## config.mk

```make
export PLATFORM = sky130hd
export DESIGN_NAME = psc_dual
export DESIGN_NICKNAME = d
export VERILOG_FILES = /design/src/rtl/psc_pkg.sv /design/src/rtl/psc_ctrl_reg.sv /design/src/rtl/psc_div_chan.sv /design/src/rtl/psc_dual.sv
export SDC_FILE = /design/constraint.sdc
export NUM_CORES = 1
export LEC_CHECK = 0
export ABC_AREA = 1
export BUFFER_PORTS_ARGS = -buffer_cell sky130_fd_sc_hd__clkbuf_2
export CORE_MARGIN = 3
export CORE_UTILIZATION = 53
export CTS_CLUSTER_SIZE = 8
export DETAILED_ROUTE_END_ITERATION = 16
export PLACE_DENSITY = 0.81
export SYNTH_ARGS = -nofsm -noshare
export SYNTH_HDL_FRONTEND = slang
export SYNTH_SLANG_ARGS = --single-unit
```

## constraint.sdc

```tcl
create_clock -name clk_i -period 1.8 [get_ports clk_i]
set_input_delay 0.27 -clock clk_i [delete_from_list [all_inputs] [get_ports clk_i]]
set_output_delay 0.27 -clock clk_i [all_outputs]
set_load 0.05 [all_outputs]
```

## src/rtl/psc_pkg.sv

```systemverilog
`timescale 1ns/1ps
package psc_pkg;
  localparam int unsigned CTRL_W  = 8;
  localparam int unsigned RUN_BIT = 0;
  localparam int unsigned DBG_BIT = 1;

  typedef struct packed {
    logic dbg_run;
    logic run;
  } psc_ctrl_t;
endpackage

```

## src/rtl/psc_ctrl_reg.sv

```systemverilog
`timescale 1ns/1ps
module psc_ctrl_reg
  import psc_pkg::*;
(
  input  logic              clk_i,
  input  logic              rst_ni,
  input  logic              wr_en_i,
  input  logic [CTRL_W-1:0] wdata_i,
  input  logic              rd_en_i,
  output psc_ctrl_t         ctrl_o,
  output logic [CTRL_W-1:0] rdata_o
);
  psc_ctrl_t ctrl_q;

  always_ff @(posedge clk_i or negedge rst_ni) begin
    if (!rst_ni) begin
      ctrl_q <= '0;
    end else if (wr_en_i) begin
      ctrl_q.run     <= wdata_i[RUN_BIT];
      ctrl_q.dbg_run <= wdata_i[DBG_BIT];
    end
  end

  always_ff @(posedge clk_i or negedge rst_ni) begin
    if (!rst_ni) begin
      rdata_o <= '0;
    end else if (rd_en_i) begin
      rdata_o          <= '0;
      rdata_o[RUN_BIT] <= ctrl_q.run;
      rdata_o[DBG_BIT] <= ctrl_q.dbg_run;
    end else begin
      rdata_o <= '0;
    end
  end

  assign ctrl_o = ctrl_q;

  // written value is visible the next cycle
  a_r9_write_lands: assert property (@(posedge clk_i) disable iff (!rst_ni)
    wr_en_i |=> (ctrl_o.run == $past(wdata_i[RUN_BIT]) &&
                 ctrl_o.dbg_run == $past(wdata_i[DBG_BIT])));
  // reserved bits read as zero
  a_r8_rsvd_zero: assert property (@(posedge clk_i) disable iff (!rst_ni)
    rd_en_i |=> rdata_o[CTRL_W-1:2] == '0);
endmodule

```

## src/rtl/psc_div_chan.sv

```systemverilog
`timescale 1ns/1ps
module psc_div_chan #(
  parameter int unsigned NUM_TAPS = 15
) (
  input  logic                clk_i,
  input  logic                rst_ni,
  input  logic                adv_i,
  output logic [NUM_TAPS-1:0] taps_o
);
  localparam int unsigned CNT_W = NUM_TAPS - 1;

  logic [CNT_W-1:0] cnt_q;

  always_ff @(posedge clk_i or negedge rst_ni) begin
    if (!rst_ni)    cnt_q <= '0;
    else if (adv_i) cnt_q <= cnt_q + CNT_W'(1);
  end

  assign taps_o[0] = adv_i;

  for (genvar k = 1; k < NUM_TAPS; k++) begin : g_tap
    assign taps_o[k] = adv_i & (&cnt_q[k-1:0]);
    // a slower tap only fires together with every faster one
    a_r5_tap_nested: assert property (@(posedge clk_i) disable iff (!rst_ni)
      taps_o[k] |-> taps_o[k-1]);
  end

  // counter frozen while not advancing
  a_r7_hold: assert property (@(posedge clk_i) disable iff (!rst_ni)
    !adv_i |=> $stable(cnt_q));
  // modular increment on every advance
  a_r10_step: assert property (@(posedge clk_i) disable iff (!rst_ni)
    adv_i |=> cnt_q == CNT_W'($past(cnt_q) + CNT_W'(1)));
endmodule

```

## src/rtl/psc_dual.sv

```systemverilog
`timescale 1ns/1ps
module psc_dual
  import psc_pkg::*;
#(
  parameter int unsigned NUM_CH   = 2,
  parameter int unsigned NUM_TAPS = 15
) (
  input  logic                         clk_i,
  input  logic                         rst_ni,
  input  logic [NUM_CH-1:0]            src_en_i,
  input  logic                         dbg_i,
  input  logic                         wr_en_i,
  input  logic [CTRL_W-1:0]            wdata_i,
  input  logic                         rd_en_i,
  output logic [CTRL_W-1:0]            rdata_o,
  output logic [NUM_CH*NUM_TAPS-1:0]   taps_o
);
  localparam int unsigned TAP_BITS = NUM_CH * NUM_TAPS;

  psc_ctrl_t         ctrl;
  logic              freeze;
  logic [NUM_CH-1:0] adv;

  psc_ctrl_reg u_ctrl (
    .clk_i   (clk_i),
    .rst_ni  (rst_ni),
    .wr_en_i (wr_en_i),
    .wdata_i (wdata_i),
    .rd_en_i (rd_en_i),
    .ctrl_o  (ctrl),
    .rdata_o (rdata_o)
  );

  assign freeze = !ctrl.run || (dbg_i && !ctrl.dbg_run);

  for (genvar c = 0; c < NUM_CH; c++) begin : g_ch
    assign adv[c] = src_en_i[c] & ~freeze;

    psc_div_chan #(.NUM_TAPS(NUM_TAPS)) u_div (
      .clk_i  (clk_i),
      .rst_ni (rst_ni),
      .adv_i  (adv[c]),
      .taps_o (taps_o[c*NUM_TAPS +: NUM_TAPS])
    );

    // idle source gives no taps on that channel
    a_r4_src_idle: assert property (@(posedge clk_i) disable iff (!rst_ni)
      !src_en_i[c] |-> taps_o[c*NUM_TAPS +: NUM_TAPS] == '0);
  end

  // stopped block is silent
  a_r2_stop_silent: assert property (@(posedge clk_i) disable iff (!rst_ni)
    !ctrl.run |-> taps_o == TAP_BITS'(0));
  // debug freeze unless debug-run set
  a_r3_dbg_freeze: assert property (@(posedge clk_i) disable iff (!rst_ni)
    (dbg_i && !ctrl.dbg_run) |-> taps_o == TAP_BITS'(0));
endmodule

```

==> summary.md, run 1 <==
| Metric | Value |
|---|---|
| Drt pass-1 iters | 5 |
| Seq cells post-synth | 32 |
| Commonest non-fill, non-tap cell in the layout | nand2_1 |
| Yosys Warn Count | 0 |
| Syn avg cell area | 7.66 um2 |
| RSZ-0062 raised after global routing | true |
| Final setup fails | 21 |
| Residual DRC | 0 |
| Final setup margin | -0.279 ns |
| Tcrit/Tclk final | 116% |
| Area leader, netlist | dfrtp_1 |
| Final hold slack | -0.00987 ns |
| Die area | 0.00458 mm2 |
| Synth area leaders | dfrtp_1 (40%), nand2_1 (15%), inv_1 (7.1%) |
| DR vias | 2,135 |
| Row count | 21 |
| Layout Cells excl Fill | 388 |
| Hold WC Path Type | in2async |
| H-tree levels | 2 |
| Cell Pwr Density | 761 mW/mm2 |
| Final Hold Vio Count | 5 |
| Crit path max fanout | 3 |
| Wire length on met1 | 2.38 mm |
| CTS Buf Count | 5 |
| Antenna Violating Nets Remaining | 0 |
| Layout cells sized above 1 | 41.2% |
| Final core occ | 87.8% |
| Largest net degree at the start of global routing | 33 |
| Num Clock Sinks | 32 |
| Area delta synth->final | 52.3% |
| Critical Path Source Type | register |
| Initial cell density of the core | 57.6% |
| CTS tree | done |
| Final Skew | 0.00790 ns |
| Crit end category | primary output |
| Setup TNS | -3.61 ns |
| Peak supply drop | 0.762 mV |
| Port bufs | 40 |
| Routed wl met3 | 453 um |
| Routability congestion estimate | 0.835 |
| Avg Vias per Cell | 5.50 |
| Crit path kind | reg2out |
| Unique masters post-synth | 27 |
| Status | complete, but fails checks |
| Mapped Cells | 263 |
| Final Cell Area | 0.00307 mm2 |
| Placed cell area | 0.00244 mm2 |
| Critical Path RT | 1.53 ns |
| F_max | 481 MHz |
| Failing checks | hold timing, setup timing |
| Clock Latency Late Sink | 0.29 ns |
| Clock transition at path regs | 0.07 ns |
| Crit path time final | 2.08 ns |
| R2R depth | 11 |
| Hold Buf Count CTS | 0 |
| Maximum Capacitance Violations | 0 |
| Top cell type's share of synthesized area | 39.8% |
| # diodes | 0 |
| Vias in the first global route | 2,039 |
| Routed len/inst | 17.3 um |
| Fillcell total | 160 |
| Bufs on Longest Clock Path | 2 |
| Congestion Overflow GR | 0 |
| Sequential area share after synthesis | 39.8% |
| Post-DP HPWL | 3.23 mm |
| Top Metal Used | met4 |
| Pins over their slew limit | 0 |
| WL met2 | 3.61 mm |
| Initial antenna violation count | 0 |
| Placed Cells | 358 |
| Ports | 53 |
| Initial DRC count | 173 |
| Final WL | 6.70 mm |
| Chip height | 67.7 um |
| Root Driver | clkbuf_8 |
| Core area | 0.00349 mm2 |
| Most frequent cells in the layout | nand2_1 (80), buf_4 (34), dfrtp_1 (32), inv_1 (26), nor2_1 (21) |
| Worst EP arrival | 1.81 ns |
| Die Wd | 67.7 um |
| Reg2Reg Setup Slack | 0.10 ns |
| Mapped Area | 0.00201 mm2 |
| # nets final | 364 |
| Leakage | 0.00158 uW |
| First-pass GRT wire length | 9.20 mm |
| Total global-route track usage | 27.3% |
==> cells in the mapped netlist <==
cell      count
a21oi_1       1
buf_2         1
buf_4         8
buf_6         2
conb_1        1
dfrtp_1      32
ha_1          8
inv_1        38
inv_2         1
mux2_2        1
nand2_1      83
nand2_2       5
nand2_4       1
nand3_1      13
nand3_2       2
nand3_4       1
nand3b_1      2
nand4_1       9
nand4_2       1
nor2_1       30
nor2_2        4
nor2_4        7
nor3_1        2
nor3_2        1
nor3b_2       2
o21ai_0       1
xor2_1        6
==> where the power goes <==
| part | switching, uW | internal, uW |
|---|---|---|
| clock | 282 | 305 |
| combinational | 472 | 334 |
| sequential | 110 | 830 |
==> final cells by class <==
class                           instances  area [um2]  share of cell area (%)
Timing Repair Buffer                   77         793                    25.9
Inverter                               39         166                    5.42
Clock buffer                            6        82.6                    2.69
Clock inverter                          2        10.0                   0.326
Tap cell                               46        57.6                    1.88
Multi-Input combinational cell        186        1160                    37.7
Sequential cell                        32         801                    26.1
==> kinds of logic after synthesis <==
logic type / share of synthesized area, %
XOR/XNOR: 2.61
AND/OR/NAND/NOR: 39.8
flip-flops: 39.8
AO/OA/AOI/OAI: 0.496
adder cells (fa/ha/maj): 4.97
buffers and inverters: 11.6
other: 0.186
multiplexers: 0.559
==> worst paths after layout <==
check                                                    startpoint                                  end
worst min-delay path                                         rst_ni   g_ch[1].u_div.cnt_q[6]$_DFFE_PN0P_
max in group asynchronous                                    rst_ni  g_ch[1].u_div.cnt_q[12]$_DFFE_PN0P_
worst max-delay path             g_ch[0].u_div.cnt_q[0]$_DFFE_PN0P_                            taps_o[9]
min in group clk_i                                       wdata_i[1]         u_ctrl.ctrl_o[1]$_DFFE_PN0P_
worst max register to register   g_ch[0].u_div.cnt_q[0]$_DFFE_PN0P_  g_ch[0].u_div.cnt_q[10]$_DFFE_PN0P_
worst min register to register  g_ch[1].u_div.cnt_q[13]$_DFFE_PN0P_  g_ch[1].u_div.cnt_q[13]$_DFFE_PN0P_
==> sequential cells by signal, indices dropped and copies added (netlist names) <==
register,cells
g_ch.u_div.cnt_q,28
u_ctrl.ctrl_o,2
u_ctrl.rdata_o,2
==> what timing repair did <==
action / CTS / global route
pin swaps: 14 / 9
hold endpoints to repair: 0 / 0
resized for setup: 56 / 45
setup endpoints to repair: 25 / 28
gates cloned: 0 / 0
buffers inserted: 15 / 8
==> through the flow <==
step                setup WS, ns  power, uW
finish                    -0.279       2330
global route              -0.319       2440
CTS                       -0.191       2210
detailed placement       -0.0212       1550
global placement          0.0617       1520
floorplan                 -0.305       1340
==> worst max-delay path: stages, from the launching register on <==
cell	delay, ns
dfrtp_1	0.36
ha_2	0.19
inv_2	0.05
nor2_4	0.19
nand2_4	0.09
buf_4	0.14
inv_2	0.08
ha_4	0.14
inv_2	0.04
nor2_4	0.08
buf_8	0.15
==> per-layer routing <==
layer  up-vias  GRT usage [%]
li1        951              -
met1      1020           31.1
met2       135           49.1
met3        29           5.32
met4         0           11.9
met5         -              0
Power figures use the tool's default switching activity.
==> inputs of run 2 (changes only) <==
--- a/config.mk
+++ b/config.mk
@@ -6,10 +6,10 @@
 export NUM_CORES = 1
 export LEC_CHECK = 0
 export ABC_AREA = 1
-export BUFFER_PORTS_ARGS = -buffer_cell sky130_fd_sc_hd__clkbuf_2
+export ABC_CLOCK_PERIOD_IN_PS = 1800
+export BUFFER_PORTS_ARGS = -buffer_cell sky130_fd_sc_hd__buf_2
 export CORE_MARGIN = 3
 export CORE_UTILIZATION = 53
-export CTS_CLUSTER_SIZE = 8
 export DETAILED_ROUTE_END_ITERATION = 16
 export PLACE_DENSITY = 0.81
 export SYNTH_ARGS = -nofsm -noshare
==> run 2 against run 1 <==
  * The flow finishes with violations (setup timing)
  * Setup slack worse by 0.018 ns
  * Non-clock buffer count is 5 higher
  * Combinational power is 2% higher
  * Wire length fell by 9.1%
  * Global-route usage decreased by 3.7 points
  * Clock power hardly changed
  * Die area stayed put
  * Power rose by 0.47%
  * Clock skew fell by 0.0017 ns
  * Via count down 2.6%
  * Critical path depth is 1 lower
  * Critical path type unchanged
  * Highest routed layer unchanged
==> summary.md, run 2 (synthesis results as in run 1) <==
| Metric | Value |
|---|---|
| Crit end category | primary output |
| RSZ-0062 raised after global routing | true |
| Critical Path Source Type | register |
| # nets final | 369 |
| Congestion Overflow GR | 0 |
| Residual DRC | 0 |
| Critical Path RT | 1.53 ns |
| Clock Latency Late Sink | 0.29 ns |
| Met3 Track Usage GR | 4.99% |
| Initial cell density of the core | 57.6% |
| Hold WC Path Type | in2async |
| Die area | 0.00458 mm2 |
| Crit path time final | 2.10 ns |
| Cell Pwr Density | 762 mW/mm2 |
| Clock transition at path regs | 0.07 ns |
| Switching Power | 849 uW |
| Switch share | 36.2% |
| First-pass GRT wire length | 7.98 mm |
| Worst EP arrival | 1.83 ns |
| Met1 Use GR | 28.5% |
| Most frequent cells in the layout | nand2_1 (80), buf_4 (39), dfrtp_1 (31), inv_1 (25), nor2_1 (21) |
| Crit path max fanout | 4 |
| Crit path kind | reg2out |
| Pre-CTS WS | 0.0308 ns |
| GR peak layer | met2 |
| Port bufs | 40 |
| Commonest non-fill, non-tap cell in the layout | nand2_1 |
| Reg with most FFs | g_ch.u_div.cnt_q |
| Status | complete, but fails checks |
| GR Layer Usage met2 | 40.0% |
| Root Driver | clkbuf_8 |
| Antenna Violating Nets Remaining | 0 |
| Core area | 0.00349 mm2 |
| Final setup fails | 23 |
| Post-DP HPWL | 3.18 mm |
| Pins over their slew limit | 0 |
| Worst relative slew slack | 50.6% |
| Total global-route track usage | 23.7% |
| Comb power frac | 35.0% |
| Layout cells sized above 1 | 42.4% |
| Row count | 21 |
| Area delta synth->final | 52.7% |
| Initial antenna violation count | 0 |
| Routability congestion estimate | 0.800 |
| Final hold slack | 0.0326 ns |
| # diodes | 0 |
| Initial DRC count | 154 |
| Clock Power Share | 24.9% |
| DR vias | 2,079 |
| Tcrit/Tclk final | 116% |
| Final Hold Vio Count | 0 |
| Num Clock Sinks | 32 |
| Drt pass-1 iters | 7 |
| Reg power frac | 40.1% |
| Routed len/inst | 15.5 um |
| Int Power | 1500 uW |
| Vias in the first global route | 1,833 |
| Chip height | 67.7 um |
| Hold Buf Count CTS | 0 |
| Ports | 53 |
| Failing checks | setup timing |
| Bufs on Longest Clock Path | 2 |
| Final core occ | 88.0% |
| Setup TNS | -3.93 ns |
| Final setup margin | -0.297 ns |
| Maximum Capacitance Violations | 0 |
| CTS Buf Count | 5 |
| Worst Tran Pin Value | 0.742 ns |
| H-tree levels | 2 |
| Final Skew | 0.00620 ns |
| Final WL | 6.09 mm |
| Avg Vias per Cell | 5.29 |
| F_max | 477 MHz |
| Max reg flops | 28 |
| Largest net degree at the start of global routing | 33 |
| Leakage | 0.00158 uW |
| Peak supply drop | 0.634 mV |
| CTS tree | done |
| Die Wd | 67.7 um |
-- run 2: what timing repair did --
item / in CTS / in global routing
cloned: 0 / 0
setup buffers: 11 / 18
endpoints found under the hold margin: 0 / 0
setup endpoints to repair: 23 / 30
pin swaps: 14 / 12
gates resized for setup: 62 / 51
-- run 2: final timing paths --
check,start,end,slack [ns],cells past startpoint
worst max register to register,g_ch[0].u_div.cnt_q[0]$_DFFE_PN0P_,g_ch[0].u_div.cnt_q[12]$_DFFE_PN0P_,0.18,12
worst max-delay path,g_ch[1].u_div.cnt_q[1]$_DFFE_PN0P_,taps_o[27],-0.30,9
min in group clk_i,rd_en_i,u_ctrl.rdata_o[0]$_DFF_PN0_,0.19,3
worst min register to register,g_ch[0].u_div.cnt_q[13]$_DFFE_PN0P_,g_ch[0].u_div.cnt_q[13]$_DFFE_PN0P_,0.48,2
worst min-delay path,rst_ni,g_ch[1].u_div.cnt_q[6]$_DFFE_PN0P_,0.03,1
max in group asynchronous,rst_ni,g_ch[1].u_div.cnt_q[4]$_DFFE_PN0P_,1.26,1
-- run 2: metal layers --
layer	vias up	part of all wire (%)
met2	116	51
met1	980	37
met3	24	7.3
met5	-	0
met4	0	4.3
li1	959	-
-- run 2: power groups by stage --
stage	clock network, uW	registers (uW)	logic (uW)
finish	584	939	820
CTS	578	927	702
detailed placement	0	940	611
floorplan	0	965	377
global placement	0	933	589
global route	615	950	900
-- run 2: per-stage QoR --
step / power, uW / instances / instance area (um2)
global placement: 1520 / 357 / 2410
finish: 2340 / 393 / 3080
CTS: 2210 / 376 / 2790
floorplan: 1340 / 268 / 2130
global route: 2460 / 393 / 3080
detailed placement: 1550 / 357 / 2410
-- run 2: final cells by class --
type | instances | area, um2
Tap cell | 46 | 57.6
Inverter | 39 | 168
Multi-Input combinational cell | 186 | 1180
Fill cell | 157 | 419
Clock buffer | 8 | 90.1
Timing Repair Buffer | 82 | 776
Sequential cell | 32 | 802
-- run 2: worst max-delay path, cell delays in order, from the launching register on --
cell and delay, ns:
dfrtp_1 0.37, ha_2 0.20, inv_2 0.07, nor2_4 0.14, nand2_2 0.10, nor2_4 0.20, buf_6 0.14, nand2_4 0.07
nor2_4 0.11, buf_8 0.15
